### src/rtl/whs_pkg.sv
package whs_pkg;
  typedef enum logic [2:0] {
    ST_HOLD   = 3'd0,
    ST_REPLY  = 3'd1,
    ST_LIVE   = 3'd2,
    ST_SUSP   = 3'd3,
    ST_SETTLE = 3'd4,
    ST_WAKE   = 3'd5,
    ST_OFF    = 3'd6
  } whs_state_e;

  localparam logic [7:0] MSG_QUERY   = 8'h51;
  localparam logic [7:0] MSG_SUSPEND = 8'h53;
  localparam logic [7:0] MSG_YES     = 8'h01;
  localparam logic [7:0] MSG_NO      = 8'h00;
endpackage

### src/rtl/whs_evt_latch.sv
module whs_evt_latch #(
  parameter int NSRC = 2
) (
  input  logic            clk,
  input  logic            rst_n,
  input  logic [NSRC-1:0] evt_in,
  input  logic [NSRC-1:0] evt_en,
  input  logic            clr,
  output logic            pending
);
  logic [NSRC-1:0] evt_q;
  logic [NSRC-1:0] rise_vec;
  logic            rise_any;
  logic            pending_d;

  for (genvar i = 0; i < NSRC; i++) begin : g_src
    always_ff @(posedge clk or negedge rst_n) begin
      if (!rst_n) evt_q[i] <= 1'b0;
      else        evt_q[i] <= evt_in[i];
    end
    assign rise_vec[i] = evt_in[i] & ~evt_q[i] & evt_en[i];
  end

  assign rise_any = |rise_vec;

  // A new event wins over a clear in the same cycle
  always_comb begin
    pending_d = pending;
    if (rise_any)  pending_d = 1'b1;
    else if (clr)  pending_d = 1'b0;
  end

  always_ff @(posedge clk or negedge rst_n) begin
    if (!rst_n) pending <= 1'b0;
    else        pending <= pending_d;
  end

  p_latch_set_r2: assert property (@(posedge clk) disable iff (!rst_n)
    rise_any |=> pending);
  p_set_beats_clear_r3: assert property (@(posedge clk) disable iff (!rst_n)
    (rise_any && clr) |=> pending);
endmodule

### src/rtl/whs_timer.sv
module whs_timer #(
  parameter int W       = 8,
  parameter int RST_VAL = 0
) (
  input  logic         clk,
  input  logic         rst_n,
  input  logic         load,
  input  logic [W-1:0] load_val,
  input  logic         dec,
  output logic         zero
);
  logic [W-1:0] cnt_q;
  logic [W-1:0] cnt_d;

  always_comb begin
    cnt_d = cnt_q;
    if (load)                    cnt_d = load_val;
    else if (dec && cnt_q != '0) cnt_d = cnt_q - 1'b1;
  end

  always_ff @(posedge clk or negedge rst_n) begin
    if (!rst_n) cnt_q <= W'(RST_VAL);
    else        cnt_q <= cnt_d;
  end

  assign zero = (cnt_q == '0);

  p_timer_floor_r6: assert property (@(posedge clk) disable iff (!rst_n)
    (zero && !load) |=> zero);
endmodule

### src/rtl/whs_heartbeat.sv
module whs_heartbeat #(
  parameter int PERIOD = 1000
) (
  input  logic clk,
  input  logic rst_n,
  input  logic rx_stb,
  output logic fault
);
  localparam int W = $clog2(PERIOD + 1);

  logic check;
  logic seen_q, seen_d;
  logic fault_d;

  whs_timer #(.W(W), .RST_VAL(PERIOD - 1)) u_period (
    .clk      (clk),
    .rst_n    (rst_n),
    .load     (check),
    .load_val (W'(PERIOD - 1)),
    .dec      (1'b1),
    .zero     (check)
  );

  always_comb begin
    seen_d  = seen_q | rx_stb;
    fault_d = fault;
    if (check) begin
      fault_d = ~(seen_q | rx_stb);
      seen_d  = 1'b0;
    end
  end

  always_ff @(posedge clk or negedge rst_n) begin
    if (!rst_n) begin
      seen_q <= 1'b0;
      fault  <= 1'b0;
    end else begin
      seen_q <= seen_d;
      fault  <= fault_d;
    end
  end

  p_fault_only_at_sample_r9: assert property (@(posedge clk) disable iff (!rst_n)
    $rose(fault) |-> $past(check));
  p_byte_clears_r9: assert property (@(posedge clk) disable iff (!rst_n)
    (check && rx_stb) |=> !fault);
endmodule

### src/rtl/wake_hold_seq.sv
module wake_hold_seq
  import whs_pkg::*;
#(
  parameter int NSRC       = 2,
  parameter int SETTLE_CYC = 1000,
  parameter int WAKE_CYC   = 8,
  parameter int HB_CYC     = 125_000_000
) (
  input  logic            clk,
  input  logic            rst_n,
  input  logic [NSRC-1:0] evt_in,
  input  logic [NSRC-1:0] evt_en,
  input  logic            host_gpio,
  input  logic            rx_valid,
  input  logic [7:0]      rx_data,
  output logic            tx_valid,
  output logic [7:0]      tx_data,
  input  logic            tx_ready,
  output logic            wake_pulse,
  output logic            peer_fault
);
  localparam int TMAX = (SETTLE_CYC > WAKE_CYC) ? SETTLE_CYC : WAKE_CYC;
  localparam int TW   = $clog2(TMAX + 1);

  whs_state_e  state_q, state_d;
  logic [7:0]  reply_q, reply_d;
  logic        gpio_q;
  logic        gpio_fall;
  logic        is_query, is_susp;
  logic        pending;
  logic        lat_clr;
  logic        tm_load;
  logic [TW-1:0] tm_val;
  logic        tm_zero;

  assign is_query  = rx_valid && (rx_data == MSG_QUERY);
  assign is_susp   = rx_valid && (rx_data == MSG_SUSPEND);
  assign gpio_fall = gpio_q && !host_gpio;
  assign lat_clr   = (state_q == ST_REPLY) && tx_ready && (reply_q == MSG_YES);

  whs_evt_latch #(.NSRC(NSRC)) u_latch (
    .clk     (clk),
    .rst_n   (rst_n),
    .evt_in  (evt_in),
    .evt_en  (evt_en),
    .clr     (lat_clr),
    .pending (pending)
  );

  whs_timer #(.W(TW), .RST_VAL(0)) u_delay (
    .clk      (clk),
    .rst_n    (rst_n),
    .load     (tm_load),
    .load_val (tm_val),
    .dec      (1'b1),
    .zero     (tm_zero)
  );

  whs_heartbeat #(.PERIOD(HB_CYC)) u_hb (
    .clk    (clk),
    .rst_n  (rst_n),
    .rx_stb (rx_valid),
    .fault  (peer_fault)
  );

  always_comb begin
    state_d = state_q;
    reply_d = reply_q;
    tm_load = 1'b0;
    tm_val  = '0;
    case (state_q)
      ST_HOLD, ST_OFF: begin
        if (is_query) begin
          reply_d = pending ? MSG_YES : MSG_NO;
          state_d = ST_REPLY;
        end else if (is_susp) begin
          state_d = ST_SUSP;
        end else if (state_q == ST_OFF && pending) begin
          state_d = ST_WAKE;
          tm_load = 1'b1;
          tm_val  = TW'(WAKE_CYC - 1);
        end
      end
      ST_REPLY: begin
        if (tx_ready) state_d = ST_LIVE;
      end
      ST_LIVE: begin
        if (is_susp) begin
          state_d = ST_SUSP;
        end else if (is_query) begin
          reply_d = pending ? MSG_YES : MSG_NO;
          state_d = ST_REPLY;
        end else if (pending) begin
          reply_d = MSG_YES;
          state_d = ST_REPLY;
        end
      end
      ST_SUSP: begin
        if (gpio_fall) begin
          state_d = ST_SETTLE;
          tm_load = 1'b1;
          tm_val  = TW'(SETTLE_CYC - 1);
        end
      end
      ST_SETTLE: begin
        if (tm_zero) begin
          if (pending) begin
            state_d = ST_WAKE;
            tm_load = 1'b1;
            tm_val  = TW'(WAKE_CYC - 1);
          end else begin
            state_d = ST_OFF;
          end
        end
      end
      ST_WAKE: begin
        if (tm_zero) state_d = ST_HOLD;
      end
      default: state_d = ST_HOLD;
    endcase
  end

  always_ff @(posedge clk or negedge rst_n) begin
    if (!rst_n) begin
      state_q <= ST_HOLD;
      reply_q <= MSG_NO;
      gpio_q  <= 1'b0;
    end else begin
      state_q <= state_d;
      reply_q <= reply_d;
      gpio_q  <= host_gpio;
    end
  end

  assign tx_valid   = (state_q == ST_REPLY);
  assign tx_data    = reply_q;
  assign wake_pulse = (state_q == ST_WAKE);

  p_tx_hold_r10: assert property (@(posedge clk) disable iff (!rst_n)
    (tx_valid && !tx_ready) |=> (tx_valid && $stable(tx_data)));
  p_reply_code_r3: assert property (@(posedge clk) disable iff (!rst_n)
    tx_valid |-> (tx_data == MSG_YES || tx_data == MSG_NO));
  p_wake_needs_event_r7: assert property (@(posedge clk) disable iff (!rst_n)
    $rose(wake_pulse) |-> pending);
  p_silent_after_suspend_r5: assert property (@(posedge clk) disable iff (!rst_n)
    (state_q == ST_SUSP && is_query) |=> !tx_valid);
  p_no_wake_while_held_r2: assert property (@(posedge clk) disable iff (!rst_n)
    (state_q == ST_HOLD && !wake_pulse) |=> !wake_pulse);
endmodule

### config.mk
export PLATFORM = sky130hd
export DESIGN_NAME = wake_hold_seq
export DESIGN_NICKNAME = d
export VERILOG_FILES = /design/src/rtl/whs_pkg.sv /design/src/rtl/whs_evt_latch.sv /design/src/rtl/whs_timer.sv /design/src/rtl/whs_heartbeat.sv /design/src/rtl/wake_hold_seq.sv
export SDC_FILE = /design/constraint.sdc
export NUM_CORES = 1
export LEC_CHECK = 0
export CAP_MARGIN = 40
export CORE_UTILIZATION = 45
export DETAILED_ROUTE_END_ITERATION = 7
export PLACE_DENSITY = 0.7
export SYNTH_ARGS = -nofsm -noshare
export SYNTH_HDL_FRONTEND = slang
export SYNTH_SLANG_ARGS = --single-unit
### constraint.sdc
create_clock -name clk -period 1.75 [get_ports clk]
set_input_delay 0.525 -clock clk [delete_from_list [all_inputs] [get_ports clk]]
set_output_delay 0.525 -clock clk [all_outputs]
set_load 0.1 [all_outputs]
=== Yosys cells after proc, flatten, opt, wreduce, memory -nomap -nowiden ===
Index checks and enable logic that the tools add are counted.

* Div/mod/pow operators: 0
* $add $sub $neg: 2
* Multiplexer cells: 39
* Reductions and logical operators: 20
* Multiply operators: 0
* Equal/unequal tests: 18
* Bitwise logic cells: 8
* Shift operators: 0
* Order comparisons: 0

{| class="wikitable"
|+ Operators by type and width
! kind !! number
|-
| 27-bit 2-to-1 mux || 2
|-
| 3-bit 2-to-1 mux || 15
|-
| 8-bit 2-to-1 mux || 4
|-
| 10-bit 2-to-1 mux || 3
|-
| 10-bit one-hot mux with 3 select lines || 1
|-
| 27-bit logical NOT || 1
|-
| 27-bit nonzero test || 1
|-
| 27-bit by 1-bit subtractor with 27-bit output (second input constant) || 1
|-
| 3-bit one-hot mux with 6 select lines || 1
|-
| 8-bit by 7-bit == test with 1-bit output (second input constant) || 2
|-
| 8-bit one-hot mux with 2 select lines || 1
|-
| 10-bit logical NOT || 1
|-
| 1-bit 2-to-1 mux || 10
|-
| 10-bit nonzero test || 1
|-
| 10-bit by 1-bit subtractor with 10-bit output (second input constant) || 1
|-
| 3-bit == test (second input constant) || 3
|-
| 8-bit by 1-bit == test with 1-bit output (second input constant) || 1
|-
| 2-bit inequality test (second input constant) || 4
|-
| 2-bit nonzero test || 4
|-
| 3-bit by 2-bit == test with 1-bit output (second input constant) || 2
|-
| 1-bit logical AND || 6
|-
| 6-bit AND reduction || 1
|-
| 1-bit bitwise AND || 4
|-
| 2-bit by 1-bit inequality test with 1-bit output (second input constant) || 2
|-
| other kinds (12) || 15
|}

* Word-level logic and storage cells: 97
* Register bits after elaboration: 54
* Memories: 0
* Input port bits: 17
* ROM bits: 0
* Bits in latches: 0
* RAM bits: 0
* Output and inout bits: 11

=== Depth between registers and ports, before layout ===
* Depth in word-level cells: 7
* Mapped depth: 8
* Gate-level depth less buffers: 7

=== Cells and area by module ===
A second synthesis with hierarchy kept.

* Cell total of the unflattened synthesis: 324
* Area total of the unflattened synthesis: 3081.7 µm²

{| class="wikitable"
|+ By module, submodules not included
! module !! cells each !! times used !! sequential area each (µm²) !! area each (µm²)
|-
| whs_timer (u_hb.u_period) || 186 || 1 || 698.2 || 1745.4
|-
| whs_timer (u_delay) || 67 || 1 || 250.2 || 621.8
|-
| wake_hold_seq || 57 || 1 || 125.1 || 529.3
|-
| whs_evt_latch || 7 || 1 || 75.1 || 105.1
|-
| whs_heartbeat || 7 || 1 || 50.0 || 80.1
|}

=== Least setup slack after synthesis ===
OpenSTA, ideal clock, no wires.

* Path kind: reg2out
* Start point: register state_q[2]
* End point: output port tx_valid
* Setup slack: -0.628 ns
* Path buffers: 0
* Arrival time: 1.853 ns
* Stages on the path, launching flop included: 3
* Data required time: 1.225 ns
* Path through: dfrtp_1 -> nand2b_1 -> nor2_1

* Word-level cells in the longest chain between the ends: 1

{| class="wikitable"
|+ RTL lines
! what !! RTL line !! source
|-
| start, declared || wake_hold_seq.sv:25 || <nowiki>whs_state_e state_q, state_d;</nowiki>
|-
| start signal, assigned || wake_hold_seq.sv:129 || <nowiki>state_q <= state_d;</nowiki>
|-
| 3-bit by 1-bit == test with 1-bit output || wake_hold_seq.sv:135 || <nowiki>assign tx_valid = (state_q == ST_REPLY);</nowiki>
|-
| end, declared || wake_hold_seq.sv:16 || <nowiki>output logic tx_valid,</nowiki>
|}

Every way passes these cells.

=== Worst setup path in the final report ===
* Start point: register u_hb.u_period.cnt_q[25]
* End point: register u_hb.fault

* Word-level cells in the longest chain between the ends: 1

{| class="wikitable"
|+ RTL lines
! what !! RTL line !! source
|-
| start, declared || whs_timer.sv:12 || <nowiki>logic [W-1:0] cnt_q;</nowiki>
|-
| start signal, assigned || whs_timer.sv:22 || <nowiki>if (!rst_n) cnt_q <= W'(RST_VAL);</nowiki>
|-
| start signal, assigned || whs_timer.sv:23 || <nowiki>else cnt_q <= cnt_d;</nowiki>
|-
| 27-bit logical NOT || whs_timer.sv:26 || <nowiki>assign zero = (cnt_q == '0);</nowiki>
|-
| end signal, assigned || whs_heartbeat.sv:39 || <nowiki>fault <= fault_d;</nowiki>
|-
| end, declared || whs_heartbeat.sv:7 || <nowiki>output logic fault</nowiki>
|}

Every way passes these cells.
A chain may end at the register's enable or synchronous reset.

==> PnR_summary.wiki <==
{| class="wikitable"
! Metric !! Value
|-
| Ratio of cells with drive above 1 in the final layout || a little over two fifths
|-
| Via-to-Cell Ratio || 5.28
|-
| Vias || roughly 2200
|-
| Overflow after GRT || 0
|-
| Power per standard cell area || between 900 and 1000 mW/mm^2
|-
| Final standard cell utilization of the core || 67.2%
|-
| Setup crit start kind || flip-flop
|-
| Post-DP HPWL || 4130 um
|-
| Largest voltage drop on the vdd net || 0.730 mV
|-
| Number of antenna violations at the first check in global routing || 0
|-
| Min Clock Period, post-route || ~1800 ps
|-
| Max FO, Critical Path || 3
|-
| GR Util All Layers || 21.2%
|-
| Max-cap check violation count || 0
|-
| Leading cell types by total area after synthesis || sky130_fd_sc_hd__dfrtp_1 (28%), sky130_fd_sc_hd__dfstp_2 (18%), sky130_fd_sc_hd__nor2_1 (4.4%)
|-
| Cell type with the largest total area after synthesis || sky130_fd_sc_hd__dfrtp_1
|-
| Clock tree skew after final layout || 7.02 ps
|-
| Clock input transition at the sequential cells of the worst setup and hold paths || around 90 ps
|-
| Post-cts hold buffer count || 0
|-
| Fmax || 543 MHz
|-
| I/O pins || 28
|-
| Pre-Repair DR Iteration Count || 4
|-
| Number of synthesized register bits || 47
|-
| Combined area of the multi-input logic cells || around 0.0015 mm^2
|-
| Data arrival time of the worst path || approximately 2000 ps
|-
| Routed wire length || between 6000 and 7000 um
|-
| P&R area growth vs syn || 44.4%
|-
| First-pass GRT wire length || 10000 um
|-
| Fill cell instance count of the final layout || 411
|-
| Final hold violations || 0
|-
| Effective utilization at floorplan || 46.6%
|-
| Vias in the first global route || 2255
|-
| Most frequently used flop master after synthesis || sky130_fd_sc_hd__dfrtp_1
|-
| Diodes inserted || 0
|-
| H-tree depth || 2
|-
| Leak pwr || 1.61 nW
|-
| Minimum setup slack in the final design || -93.2 ps
|-
| Drt drc || 0
|-
| Later-pin clock latency in the skew report || 310 ps
|-
| CTS tree || built
|-
| Type of the most critical hold path || input port to asynchronous set/reset pin
|-
| Die Footprint || 0.00600 mm^2
|-
| Final worst-path cycle share || 105%
|-
| Data required time of the critical path || 1950 ps
|-
| Placed cell area || ~0.0033 mm^2
|-
| Number of buffers on the longest clock path || 2
|-
| Netlist area before placement || around 0.0026 mm^2
|-
| Run status || complete, but fails checks
|-
| Violations in the final reports || negative setup slack
|-
| Final-report max-slew violation count || 0
|-
| Height of the chip || 77.5 um
|-
| Number of flops mapped to enable cells by yosys || 0
|-
| Synth warn || 0
|-
| Netlist cell types || 48
|-
| Seq/Total Area, Yosys || 46.8%
|-
| CP Capture Type || flip-flop
|-
| DIE WIDTH || 77.5 um
|-
| Clock buffer count from CTS || 5
|-
| Fraction of registers with async set/reset || 100%
|-
| Root Driver || sky130_fd_sc_hd__clkbuf_8
|-
| Detail-routed net length per standard cell || ~15 um
|-
| Kind of critical path || flip-flop to flip-flop
|-
| Detail Route Antenna Nets || 0
|-
| Area occupied by registers || 0.00120 mm^2
|-
| Post-synthesis area per instance || 9.67 um^2
|-
| Maximum number of pins on one net before global-route repair || 48
|-
| Area share of the largest cell type after synthesis || 28.3%
|-
| Post-layout instance area || 0.00370 mm^2
|-
| DRT iter0 DRCs || 67
|-
| RSZ-0062 raised after global routing || yes
|-
| Port Buffer Count || 20
|-
| Total number of nets in the final design || between 300 and 400
|-
| Standard cell core area || 0.00551 mm^2
|-
| Row count || 27
|-
| Total number of clock tree sinks || 47
|-
| Number of cells produced by synthesis || 265
|-
| Final number of setup-violating endpoints || 11
|-
| GP Congestion || ~0.8
|}
[layout make-up]
class	count	area share, %
multi-input combinational	206	41.2
sequential	47	32.5
timing repair buffer	87	21.1
tap	72	2.43
clock buffer	5	1.86
inverter	5	0.507
clock inverter	3	0.406
[state kept, by name, indices dropped and copies added (netlist names)]
register,cells
state_q,3
u_latch.evt_q,2
u_latch.pending,1
u_hb.fault,1
gpio_q,1
u_delay.cnt_q,10
u_hb.seen_q,1
u_hb.u_period.cnt_q,27
tx_data,1
[worst max-delay path, cell delays in order (launching register included)]
cell and delay [ps]:
sky130_fd_sc_hd__dfstp_2 400, sky130_fd_sc_hd__nor4_4 290, sky130_fd_sc_hd__buf_4 170, sky130_fd_sc_hd__nand4_1 210, sky130_fd_sc_hd__nor2_4 190, sky130_fd_sc_hd__buf_4 140, sky130_fd_sc_hd__mux2_2 340
[final timing paths]
path / startpoint / endpoint / slack, ps / depth (start not counted)
max in group asynchronous: rst_n / u_hb.u_period.cnt_q[12] / 1290 / 2
min reg2reg: u_latch.evt_q[0] / u_latch.pending / 500 / 1
max reg2reg: u_hb.u_period.cnt_q[25] / u_hb.fault / -90 / 6
min: rst_n / u_hb.u_period.cnt_q[15] / 190 / 2
max: u_hb.u_period.cnt_q[25] / u_hb.fault / -90 / 6
min in group clk: u_latch.evt_q[0] / u_latch.pending / 500 / 1
[kinds of logic after synthesis]
group,synth area share [%]
compound gates,11.0
xor+xnor,6.49
fa+ha+maj,1.95
buf+inv,3.71
flops,46.8
mux,2.20
other cells,0.146
simple gates,27.8
[stage by stage]
stage	total power, mW	cells	hold WS (ps)	TNS [ps]	setup slack, ps
finish	3.49	425	188	-269	-93.2
global route	3.68	425	188	-1950	-176
CTS	3.44	420	184	-45.8	-45.8
detailed placement	2.60	402	467	-5510	-437
global placement	2.56	402	455	-4980	-388
floorplan	2.18	271	229	-12.1	-12.1
[layer usage]
metal	vias to the layer above	track usage (%)	part of all wire, %
met5	-	0	0
met4	0	7.17	0.72
met3	6	4.00	3.1
met2	34	36.6	53
met1	1102	26.4	43
li1	1104	-	-
[report_power, final]
| part | leakage, nW | switching [mW] | internal [mW] | total, mW |
|---|---|---|---|---|
| clock network | 0.0477 | 0.380 | 0.274 | 0.654 |
| registers | 0.548 | 0.182 | 1.26 | 1.44 |
| logic | 1.02 | 0.716 | 0.678 | 1.39 |
| total | 1.61 | 1.28 | 2.21 | 3.49 |
[cell usage after synthesis (2+ instances only)]
cell type                  count
sky130_fd_sc_hd__inv_1         5
sky130_fd_sc_hd__and3_1        2
sky130_fd_sc_hd__nor3_1       13
sky130_fd_sc_hd__nor4b_1       2
sky130_fd_sc_hd__or4_1         3
sky130_fd_sc_hd__nand4b_1      2
sky130_fd_sc_hd__nor2_1       30
sky130_fd_sc_hd__nor4_1        6
sky130_fd_sc_hd__a31oi_1       5
sky130_fd_sc_hd__nand4_1       3
sky130_fd_sc_hd__o21ai_0      10
sky130_fd_sc_hd__ha_1          4
sky130_fd_sc_hd__buf_4         7
sky130_fd_sc_hd__a22o_1        2
sky130_fd_sc_hd__nand3_1       7
sky130_fd_sc_hd__xnor2_1      11
sky130_fd_sc_hd__xor2_1        8
sky130_fd_sc_hd__dfrtp_1      29
sky130_fd_sc_hd__dfstp_2      18
sky130_fd_sc_hd__nand2b_1      4
sky130_fd_sc_hd__nand2_1      27
sky130_fd_sc_hd__or3_1         3
sky130_fd_sc_hd__o31ai_1       5
sky130_fd_sc_hd__clkbuf_1      5
sky130_fd_sc_hd__nor4_2        2
sky130_fd_sc_hd__nor2b_1       5
sky130_fd_sc_hd__nor3b_1       2
sky130_fd_sc_hd__nor4_4        3
sky130_fd_sc_hd__mux2_2        5
sky130_fd_sc_hd__and2_1        4
sky130_fd_sc_hd__a21oi_1      16
[timing repair]
item	in CTS	in global routing
setup endpoints to repair	27	33
cloned	0	1
resized for setup	17	40
setup buffers	10	4
pin swaps	7	14
[cell usage in the layout, fill, tap and decap left out, types with 9 or more instances in the layout]
master                            instances
sky130_fd_sc_hd__a21oi_1                 15
sky130_fd_sc_hd__buf_4                   61
sky130_fd_sc_hd__clkdlybuf4s50_1         10
sky130_fd_sc_hd__dfrtp_1                 26
sky130_fd_sc_hd__dfstp_2                 18
sky130_fd_sc_hd__nand2_1                 21
sky130_fd_sc_hd__nor2_1                  28
sky130_fd_sc_hd__nor3_1                  12
sky130_fd_sc_hd__o21ai_0                  9
sky130_fd_sc_hd__xnor2_1                 11
No activity file was read; power rests on OpenSTA's default activity.
